===== config.mk =====
export PLATFORM = sky130hd
export DESIGN_NAME = tbase_timer
export DESIGN_NICKNAME = d
export VERILOG_FILES = /design/src/rtl/tbase_pkg.sv /design/src/rtl/tbase_prescaler.sv /design/src/rtl/tbase_counter.sv /design/src/rtl/tbase_timer.sv
export SDC_FILE = /design/constraint.sdc
export NUM_CORES = 1
export LEC_CHECK = 0
export ABC_AREA = 1
export BUFFER_PORTS_ARGS = -buffer_cell sky130_fd_sc_hd__clkbuf_2
export CORE_AREA = 2 2 131 133
export DETAILED_ROUTE_END_ITERATION = 8
export DIE_AREA = 0 0 133 135
export PLACE_DENSITY_LB_ADDON = 0.15
export SYNTH_ARGS = -nofsm -noshare
export SYNTH_HDL_FRONTEND = slang
export SYNTH_SLANG_ARGS = --single-unit

===== constraint.sdc =====
create_clock -name clk -period 1.7 [get_ports clk]
set_input_delay 0.425 -clock clk [delete_from_list [all_inputs] [get_ports clk]]
set_output_delay 0.425 -clock clk [all_outputs]
set_load 0.005 [all_outputs]

===== src/rtl/tbase_pkg.sv =====
package tbase_pkg;

    typedef enum logic [3:0] {
        A_MDIV = 4'd0,
        A_SRC  = 4'd1,
        A_MC0  = 4'd2,
        A_MC1  = 4'd3,
        A_MC2  = 4'd4,
        A_SNAP = 4'd5,
        A_SN0  = 4'd6,
        A_SN1  = 4'd7,
        A_SN2  = 4'd8,
        A_RDIV = 4'd9,
        A_RC0  = 4'd10,
        A_RC1  = 4'd11
    } reg_addr_e;

    typedef enum logic {
        PS_ARMED = 1'b0,
        PS_WAIT  = 1'b1
    } ps_state_e;

endpackage


===== src/rtl/tbase_prescaler.sv =====
module tbase_prescaler
    import tbase_pkg::*;
#(
    parameter int DIV_W = 14
) (
    input  logic             clk,
    input  logic             rst_n,
    input  logic             en_in,
    input  logic [DIV_W-1:0] div,
    input  logic             clr,
    output logic             tick
);

    localparam logic [DIV_W-1:0] ONE = DIV_W'(1);

    ps_state_e        state_q, state_d;
    logic [DIV_W-1:0] cnt_q, cnt_d;
    logic             fire;
    logic             tick_q;

    // next-state and count
    always_comb begin
        state_d = state_q;
        cnt_d   = cnt_q;
        fire    = 1'b0;
        if (clr) begin
            state_d = PS_ARMED;               // CLEAR
            cnt_d   = '0;
        end else if (en_in) begin
            unique case (state_q)
                PS_ARMED: begin
                    fire    = 1'b1;
                    cnt_d   = div;
                    state_d = (div == '0) ? PS_ARMED : PS_WAIT; // FIRE_STAY / FIRE_RELOAD
                end
                PS_WAIT: begin
                    cnt_d   = cnt_q - ONE;
                    state_d = (cnt_q == ONE) ? PS_ARMED : PS_WAIT; // LAST_STEP / STEP
                end
                default: state_d = PS_ARMED;
            endcase
        end
    end

    // state register
    always_ff @(posedge clk) begin
        if (!rst_n) begin
            state_q <= PS_ARMED;
            cnt_q   <= '0;
        end else begin
            state_q <= state_d;
            cnt_q   <= cnt_d;
        end
    end

    // registered output
    always_ff @(posedge clk) begin
        if (!rst_n) tick_q <= 1'b0;
        else        tick_q <= fire;
    end

    assign tick = tick_q;

    p_tick_source_r2: assert property (@(posedge clk) disable iff (!rst_n)
        tick_q |-> ($past(en_in) && !$past(clr) && $past(cnt_q) == '0));

    p_clear_r3: assert property (@(posedge clk) disable iff (!rst_n)
        clr |=> (cnt_q == '0 && !tick_q));

    p_state_count_r1: assert property (@(posedge clk) disable iff (!rst_n)
        (state_q == PS_ARMED) == (cnt_q == '0));

    p_idle_hold_r8: assert property (@(posedge clk) disable iff (!rst_n)
        (!en_in && !clr) |=> ($stable(cnt_q) && !tick_q));

endmodule


===== src/rtl/tbase_counter.sv =====
module tbase_counter #(
    parameter int W = 33
) (
    input  logic         clk,
    input  logic         rst_n,
    input  logic         tick,
    input  logic         load,
    input  logic [W-1:0] load_val,
    output logic [W-1:0] cnt
);

    logic [W-1:0] cnt_q;

    always_ff @(posedge clk) begin
        if (!rst_n)    cnt_q <= '0;
        else if (load) cnt_q <= load_val;
        else if (tick) cnt_q <= cnt_q + W'(1);
    end

    assign cnt = cnt_q;

    p_inc_r4: assert property (@(posedge clk) disable iff (!rst_n)
        (tick && !load && cnt_q != '1) |=> cnt_q == $past(cnt_q) + W'(1));

    p_wrap_r4: assert property (@(posedge clk) disable iff (!rst_n)
        (tick && !load && cnt_q == '1) |=> cnt_q == '0);

    p_write_wins_r6: assert property (@(posedge clk) disable iff (!rst_n)
        load |=> cnt_q == $past(load_val));

    p_hold_r4: assert property (@(posedge clk) disable iff (!rst_n)
        (!tick && !load) |=> $stable(cnt_q));

endmodule


===== src/rtl/tbase_timer.sv =====
module tbase_timer
    import tbase_pkg::*;
#(
    parameter int DIV_W  = 14,
    parameter int MAIN_W = 33,
    parameter int RT_W   = 24,
    parameter int ADDR_W = 4,
    parameter int DATA_W = 16
) (
    input  logic              clk,
    input  logic              rst_n,
    input  logic              ext_en,
    input  logic              wr_en,
    input  logic [ADDR_W-1:0] wr_addr,
    input  logic [DATA_W-1:0] wr_data,
    input  logic [ADDR_W-1:0] rd_addr,
    output logic [DATA_W-1:0] rd_data,
    output logic              tb_tick,
    output logic              rt_tick
);

    localparam int MTOP_W = MAIN_W - 2 * DATA_W;
    localparam int RTOP_W = RT_W - DATA_W;

    logic [DIV_W-1:0]  mdiv_q, rdiv_q;
    logic              src_q;
    logic [MAIN_W-1:0] snap_q;
    logic [MAIN_W-1:0] main_cnt, main_ld_val;
    logic [RT_W-1:0]   rt_cnt, rt_ld_val;
    logic              main_ld, rt_ld, snap_cmd, mclr, rclr, m_en;

    // write decode
    always_comb begin
        mclr        = wr_en && (wr_addr == A_MDIV);
        rclr        = wr_en && (wr_addr == A_RDIV);
        snap_cmd    = wr_en && (wr_addr == A_SNAP);
        main_ld     = wr_en && (wr_addr == A_MC0 || wr_addr == A_MC1 || wr_addr == A_MC2);
        rt_ld       = wr_en && (wr_addr == A_RC0 || wr_addr == A_RC1);
        main_ld_val = main_cnt;
        rt_ld_val   = rt_cnt;
        case (wr_addr)
            A_MC0:   main_ld_val[DATA_W-1:0]             = wr_data;
            A_MC1:   main_ld_val[2*DATA_W-1:DATA_W]      = wr_data;
            A_MC2:   main_ld_val[MAIN_W-1:2*DATA_W]      = wr_data[MTOP_W-1:0];
            A_RC0:   rt_ld_val[DATA_W-1:0]               = wr_data;
            A_RC1:   rt_ld_val[RT_W-1:DATA_W]            = wr_data[RTOP_W-1:0];
            default: ;
        endcase
    end

    always_ff @(posedge clk) begin
        if (!rst_n) begin
            mdiv_q <= '0;
            rdiv_q <= '0;
            src_q  <= 1'b0;
            snap_q <= '0;
        end else begin
            if (mclr)     mdiv_q <= wr_data[DIV_W-1:0];
            if (rclr)     rdiv_q <= wr_data[DIV_W-1:0];
            if (wr_en && wr_addr == A_SRC) src_q <= wr_data[0];
            if (snap_cmd) snap_q <= main_cnt;
        end
    end

    assign m_en = src_q ? ext_en : 1'b1;

    tbase_prescaler #(.DIV_W(DIV_W)) u_main_ps (
        .clk(clk), .rst_n(rst_n), .en_in(m_en), .div(mdiv_q), .clr(mclr), .tick(tb_tick)
    );

    tbase_prescaler #(.DIV_W(DIV_W)) u_rt_ps (
        .clk(clk), .rst_n(rst_n), .en_in(tb_tick), .div(rdiv_q), .clr(rclr), .tick(rt_tick)
    );

    tbase_counter #(.W(MAIN_W)) u_main_cnt (
        .clk(clk), .rst_n(rst_n), .tick(tb_tick), .load(main_ld),
        .load_val(main_ld_val), .cnt(main_cnt)
    );

    tbase_counter #(.W(RT_W)) u_rt_cnt (
        .clk(clk), .rst_n(rst_n), .tick(rt_tick), .load(rt_ld),
        .load_val(rt_ld_val), .cnt(rt_cnt)
    );

    // read mux
    always_comb begin
        rd_data = '0;
        case (rd_addr)
            A_MDIV:  rd_data = DATA_W'(mdiv_q);
            A_SRC:   rd_data = DATA_W'(src_q);
            A_MC0:   rd_data = main_cnt[DATA_W-1:0];
            A_MC1:   rd_data = main_cnt[2*DATA_W-1:DATA_W];
            A_MC2:   rd_data = DATA_W'(main_cnt[MAIN_W-1:2*DATA_W]);
            A_SN0:   rd_data = snap_q[DATA_W-1:0];
            A_SN1:   rd_data = snap_q[2*DATA_W-1:DATA_W];
            A_SN2:   rd_data = DATA_W'(snap_q[MAIN_W-1:2*DATA_W]);
            A_RDIV:  rd_data = DATA_W'(rdiv_q);
            A_RC0:   rd_data = rt_cnt[DATA_W-1:0];
            A_RC1:   rd_data = DATA_W'(rt_cnt[RT_W-1:DATA_W]);
            default: rd_data = '0;
        endcase
    end

    p_snap_r7: assert property (@(posedge clk) disable iff (!rst_n)
        snap_cmd |=> snap_q == $past(main_cnt));

    p_snap_hold_r7: assert property (@(posedge clk) disable iff (!rst_n)
        !snap_cmd |=> $stable(snap_q));

    p_rt_gated_r9: assert property (@(posedge clk) disable iff (!rst_n)
        rt_tick |-> $past(tb_tick));

    p_collision_r6: assert property (@(posedge clk) disable iff (!rst_n)
        (main_ld && tb_tick) |=> main_cnt == $past(main_ld_val));

endmodule


==> flow_summary.ini, run 1 <==
[timing]
max_freq_mhz = 504
skew_ns = 0.00920
setup_ws_ns = -0.283
final.period_utilization_pct = 117
worst_pin_slew_ns = 0.445
fin_crit_ns = 1.98
final_hold_viol_count = 0
finalSetupTns_ns = -3.59
timing.final.max_slew_violations = 0
rsz0062_at_grt = true
maxSlewHeadroom_pct = 70.1
finalSetupViolCount = 16

[synth]
avgSynthCellArea_um2 = 6.08
yosys_warnings = 0
synth_fp_nets = 1537
synth.distinct_cells = 38
ys_seq_area_share_pct = 33.1
ys_top_cells_by_area = dfxtp_1, nand2_1, a21oi_1
yosysTopAreaCell = dfxtp_1
synth_area_um2 = 9140
ys_ff_latch = 151
synth.top_cell.area_share_pct = 33.1
synth_cells = 1503

[setup_path]
r2r_slack_ns = 0.08
worst_path_max_delay_cell = nand4_1
arrival_ns = 1.56
cp_max_fo = 6
cpPeakStageDelay_ns = 0.17
crit_path_cell_trace = buf_12 -> inv_6 -> nor2_4 -> buf_4 -> nand2_4 -> buf_6 -> o22ai_1 -> a21oi_1 -> nand4_1 -> clkbuf_2
crit_type = input port to output pin
crit_required_ns = 1.27
startpoint_type = input port
endpoint_kind = output pin

[finish]
fin_area_um2 = 11600
utilization_pct = 70.7
area_growth_pct = 26.9
layoutNonFillerInstCount = 1883
fillers = 1490
diodes = 0
drive_above_1_share_pct = 21.3
nets = 1684

[grt]
grt_max_degree = 62
grt.total_usage_pct = 40.4
grt_pass1_vias = 10000
grt_pass1_wl_um = 55800
antenna_found_initial = 0
grt_overflow = 0

[placed_design]
dpl_cell_area_um2 = 10500
dp_cells = 1845
hpwl_um = 27900
io_buffers = 45
gp_congestion = 1.06

[drt]
drtIter0Drc = 1336
first_pass_iters = 7
routed_wirelength_um = 36200
vias_per_cell = 5.87
vias = 11100
ant_nets = 0
route.detailed.drc = 0
wire_per_inst_um = 19.2

[run_status]
violations = setup timing
run_status = complete, but fails checks

[floorplanning]
initial_core_util_pct = 55.7
fp.dieW_um = 133
pin_count = 46
die_area_um2 = 18000
fp-row-count = 47
chipHeight_um = 135
core_area_um2 = 16400

[clock_network]
cts.sinks = 151
cts_made_buffers = 17
clkTransAtPathRegs_ns = 0.07
h-tree-depth = 4
clk_latency_ns = 0.44
clockBufferDepth = 2
root_buffer = clkbuf_16
cts_tree = yes

[job]
maxCapViolations = 0

[power]
ir_worst_vdd_v = 0.000945
p_leak_nw = 4.84
p_total_mw = 10.5
powerDensity_nw_per_um2 = 907

[min_path]
hold_class = input port to flip-flop
## cell usage after synthesis, drive strengths merged
cell       n
nand4     16
nor3       8
a21oi    181
o2111ai    3
a221oi     2
nand3b     7
nand3     97
a22o       2
buf       26
o2111a     1
o21ai    142
o211ai    14
dfxtp    151
a31oi      5
or2        1
ha         6
clkbuf    34
o22ai     23
inv      171
xnor2      1
a22oi      1
a311oi     3
xor2       8
nor4       4
nor2     206
nand2    382
a211oi     1
o21bai     3
o221ai     4
## flip-flops by register name (all words and copies together), names as in the netlist, 14 cells and up
signal	cells
u_main_cnt.cnt	33
u_rt_ps.cnt_q	14
snap_q	33
rdiv_q	14
u_rt_cnt.cnt	24
mdiv_q	14
u_main_ps.cnt_q	14
## per-stage QoR
stage | worst slack (ns) | hold WS, ns
after floorplan | 0.00270 | 0.439
after global placement | -0.299 | 0.450
after detailed placement | -0.325 | 0.475
after CTS | -0.225 | 0.315
after global routing | -0.313 | 0.338
final | -0.283 | 0.317
## worst max-delay path: cells and delay by family
family	cells	cell delay, ns
compound gates	2	0.19
simple gates	3	0.38
buf+inv	5	0.55
## per-layer routing
layer / global-route usage [%] / wire, um / vias to the layer above
met1: 50.1 / 14100 / 5031
met4: 24.0 / 2580 / 0
met2: 64.9 / 15900 / 619
li1: - / - / 5253
met3: 8.52 / 3540 / 153
met5: 0 / 0 / -
## power by group
group	internal, mW	switching, mW	total (mW)
sequential	3.81	0.360	4.17
clock	2.21	1.72	3.93
combinational	0.904	1.51	2.42
## layout by cell type, fill, tap and decap left out, types with 4 or more instances in the layout
cell type  count
nand2_1      362
nor2_1       185
a21oi_1      174
inv_1        141
o21ai_0      126
buf_4        121
dfxtp_1      118
nand3_1       93
clkbuf_2      29
dfxtp_2       29
inv_2         27
clkbuf_16     20
nand2_2       17
nand4_1       16
nor2_2        15
o211ai_1      14
buf_6         14
o21ai_1       13
buf_2         13
o22ai_1       12
inv_6          9
xor2_1         8
nor3_1         8
nand3b_1       7
buf_12         7
nor2_4         6
o22ai_2        6
a21oi_2        6
o22ai_4        5
a31oi_1        5
ha_1           5
nand3_2        4
nor4_1         4
dfxtp_4        4
## repair_timing
action                     in CTS  in global routing
setup endpoints to repair      20                 34
gates cloned                    2                  1
buffers inserted                2                  1
pin swaps                      15                 16
resized for setup             125                 56
hold endpoints to repair        0                  0
hold buffers                    0                  0
## layout make-up
type                       instances  area (um^2)  share of cell area [%]
inverter                         171          657                    5.67
multi-input combinational       1121         5490                    47.4
clock inverter                    14          163                    1.40
tap                              220          275                    2.37
timing repair buffer             188         1510                    13.0
clock buffer                      18          429                    3.70
sequential                       151         3070                    26.5
## cell families (layout without fill, tap and decap cells)
family	Yosys count	count (layout)	synth area share, %
buffers and inverters	231	391	10.1
xor gates and xnor gates	9	9	0.863
DFF	151	151	33.1
and+or+nand+nor	721	721	32.5
adders and majority gates	6	6	0.822
AOI/OAI and AO/OA	385	385	22.6
## worst paths after layout
kind | startpoint | end | cells past startpoint
setup / recovery | rd_addr[1] | rd_data[4] | 10
hold / removal | wr_data[15] | u_rt_cnt.cnt[15]$_SDFFE_PN0P_ | 5
setup reg to reg | u_main_cnt.cnt[3]$_SDFFE_PN0P_ | u_main_cnt.cnt[7]$_SDFFE_PN0P_ | 8
hold reg to reg | u_rt_ps.cnt_q[3]$_SDFFE_PP0P_ | u_rt_ps.cnt_q[3]$_SDFFE_PP0P_ | 2
Power figures use the tool's default switching activity.
==> inputs of run 2 (changes only) <==
--- a/config.mk
+++ b/config.mk
@@ -6,11 +6,12 @@
 export NUM_CORES = 1
 export LEC_CHECK = 0
 export ABC_AREA = 1
-export BUFFER_PORTS_ARGS = -buffer_cell sky130_fd_sc_hd__clkbuf_2
+export BUFFER_PORTS_ARGS = -buffer_cell sky130_fd_sc_hd__buf_2
 export CORE_AREA = 2 2 131 133
 export DETAILED_ROUTE_END_ITERATION = 8
 export DIE_AREA = 0 0 133 135
 export PLACE_DENSITY_LB_ADDON = 0.15
+export SKIP_LAST_GASP = 1
 export SYNTH_ARGS = -nofsm -noshare
 export SYNTH_HDL_FRONTEND = slang
 export SYNTH_SLANG_ARGS = --single-unit
==> run 2 against run 1 <==
The flow still finishes with violations (setup timing); flip-flop and latch count did not move; non-clock buffer count down 6; critical path depth decreased by 1; die area unchanged; clock power is 4% higher; total power rose by 1.3%; sequential power is 1% lower; register-to-register slack about the same; global-route usage increased by 0.87 points; first-iteration DRC count rose by 8.7%; critical path type unchanged; highest routed layer unchanged.
==> flow_summary.ini, run 2 (same netlist as run 1, synthesis figures left out) <==
[drt]
vias = 11000
route.detailed.drc = 0
vias_per_cell = 5.89
ant_nets = 0
drtIter0Drc = 1452
first_pass_iters = 6
wire_per_inst_um = 19.6
routed_wirelength_um = 36800

[clock_network]
hold_buffers = 0
clockBufferDepth = 2
cts_made_buffers = 17
clk_latency_ns = 0.44
cts.sinks = 151
h-tree-depth = 4
clkTransAtPathRegs_ns = 0.07
root_buffer = clkbuf_16
cts_tree = yes

[grt]
grt_max_degree = 66
grt_overflow = 0
grt_pass1_wl_um = 56700
grt.total_usage_pct = 41.2
grt_pass1_vias = 10200
antenna_found_initial = 0

[setup_path]
cpPeakStageDelay_ns = 0.20
startpoint_type = input port
cp_max_fo = 7
crit_type = input port to output pin
crit_top_cell = buf_6
worst_path_max_delay_cell = nor2_4
crit_path_cell_trace = buf_6 -> inv_4 -> nor2_4 -> buf_6 -> nand2_4 -> o22ai_2 -> a21oi_2 -> nand4_1 -> buf_2
arrival_ns = 1.56
crit_required_ns = 1.27
endpoint_kind = output pin

[placed_design]
hpwl_um = 27800
gp_congestion = 1.02
pre_cts_ws_ns = -0.373
io_buffers = 45
dp_cells = 1838

[floorplanning]
fp-row-count = 47
pin_count = 46
fp.dieW_um = 133
chipHeight_um = 135
core_area_um2 = 16400
die_area_um2 = 18000
initial_core_util_pct = 55.7

[finish]
seqCellArea_um2 = 3050
layoutNonFillerInstCount = 1876
fillers = 1450
multi_input_area_um2 = 5540
diodes = 0
drive_above_1_share_pct = 20.5
layout_common_cells = nand2_1, nor2_1, a21oi_1, inv_1
layout_commonest_cell = nand2_1
utilization_pct = 70.6
nets = 1678
area_growth_pct = 26.8

[timing]
final_hold_viol_count = 0
timing.final.max_slew_violations = 0
skew_ns = 0.0111
maxSlewHeadroom_pct = 72.6
max_freq_mhz = 505
rsz0062_at_grt = true
fin_crit_ns = 1.98
final.period_utilization_pct = 116
finalSetupViolCount = 16
setup_ws_ns = -0.280
worst_pin_slew_ns = 0.408
finalSetupTns_ns = -3.71

[power]
powerDensity_nw_per_um2 = 919
p_total_mw = 10.6
ir_worst_vdd_v = 0.000801
p_leak_nw = 4.82

[run_status]
run_status = complete, but fails checks
violations = setup timing

[min_path]
hold_class = input port to flip-flop

[job]
maxCapViolations = 0
[run 2: changes by cell type in the layout (fill, tap and decap cells not counted), sizes merged]
cell,previous run,this run
clkinvlp,1,2
bufinv,2,3
clkbuf,51,17
clkinv,4,3
buf,155,182
inv,178,177
[run 2: final cells by class]
| class | count | share of cell area (%) |
|---|---|---|
| multi-input cells | 1121 | 47.8 |
| flip-flops and latches | 151 | 26.3 |
| repair buffers | 182 | 12.5 |
| inverters | 171 | 5.63 |
| clock buffers | 17 | 3.67 |
| well taps | 220 | 2.38 |
| clock inverters | 14 | 1.65 |
[run 2: per-layer routing]
| metal | track usage [%] | vias up | routed length [um] |
|---|---|---|---|
| met4 | 21.8 | 0 | 2100 |
| met1 | 52.9 | 5104 | 14900 |
| met3 | 6.34 | 112 | 3190 |
| met2 | 67.3 | 590 | 16600 |
| li1 | - | 5240 | - |
| met5 | 0 | - | 0 |
[run 2: worst max-delay path: cells and delay by family]
kind / cells / cell delay, ns
AND/OR/NAND/NOR: 3 / 0.44
buffers and inverters: 4 / 0.43
AO/OA/AOI/OAI: 2 / 0.25
[run 2: worst paths after layout]
path,from,end,slack [ns],cells past startpoint
setup reg to reg,u_main_cnt.cnt[6]$_SDFFE_PN0P_,u_main_cnt.cnt[11]$_SDFFE_PN0P_,0.09,12
setup / recovery,rd_addr[3],rd_data[5],-0.28,9
hold / removal,wr_data[11],mdiv_q[11]$_SDFFE_PN0P_,0.33,3
hold reg to reg,u_rt_ps.cnt_q[12]$_SDFFE_PP0P_,u_rt_ps.cnt_q[12]$_SDFFE_PP0P_,0.48,2
[run 2: timing repair]
item	4_1_cts	5_1_grt
setup endpoints to repair	18	35
pin swaps	15	14
gates resized for setup	109	51
buffers inserted	3	1
gates cloned	3	0
[run 2: metrics by stage]
step / hold slack (ns) / cell area, um^2
floorplan: 0.439 / 9140
global placement: 0.447 / 10400
detailed placement: 0.464 / 10400
CTS: 0.324 / 11400
global route: 0.367 / 11600
finish: 0.333 / 11600
[run 2: report_power, final]
group | switching (mW) | internal, mW | total, mW
registers | 0.324 | 3.80 | 4.13
clock network | 1.72 | 2.35 | 4.07
logic | 1.54 | 0.907 | 2.45
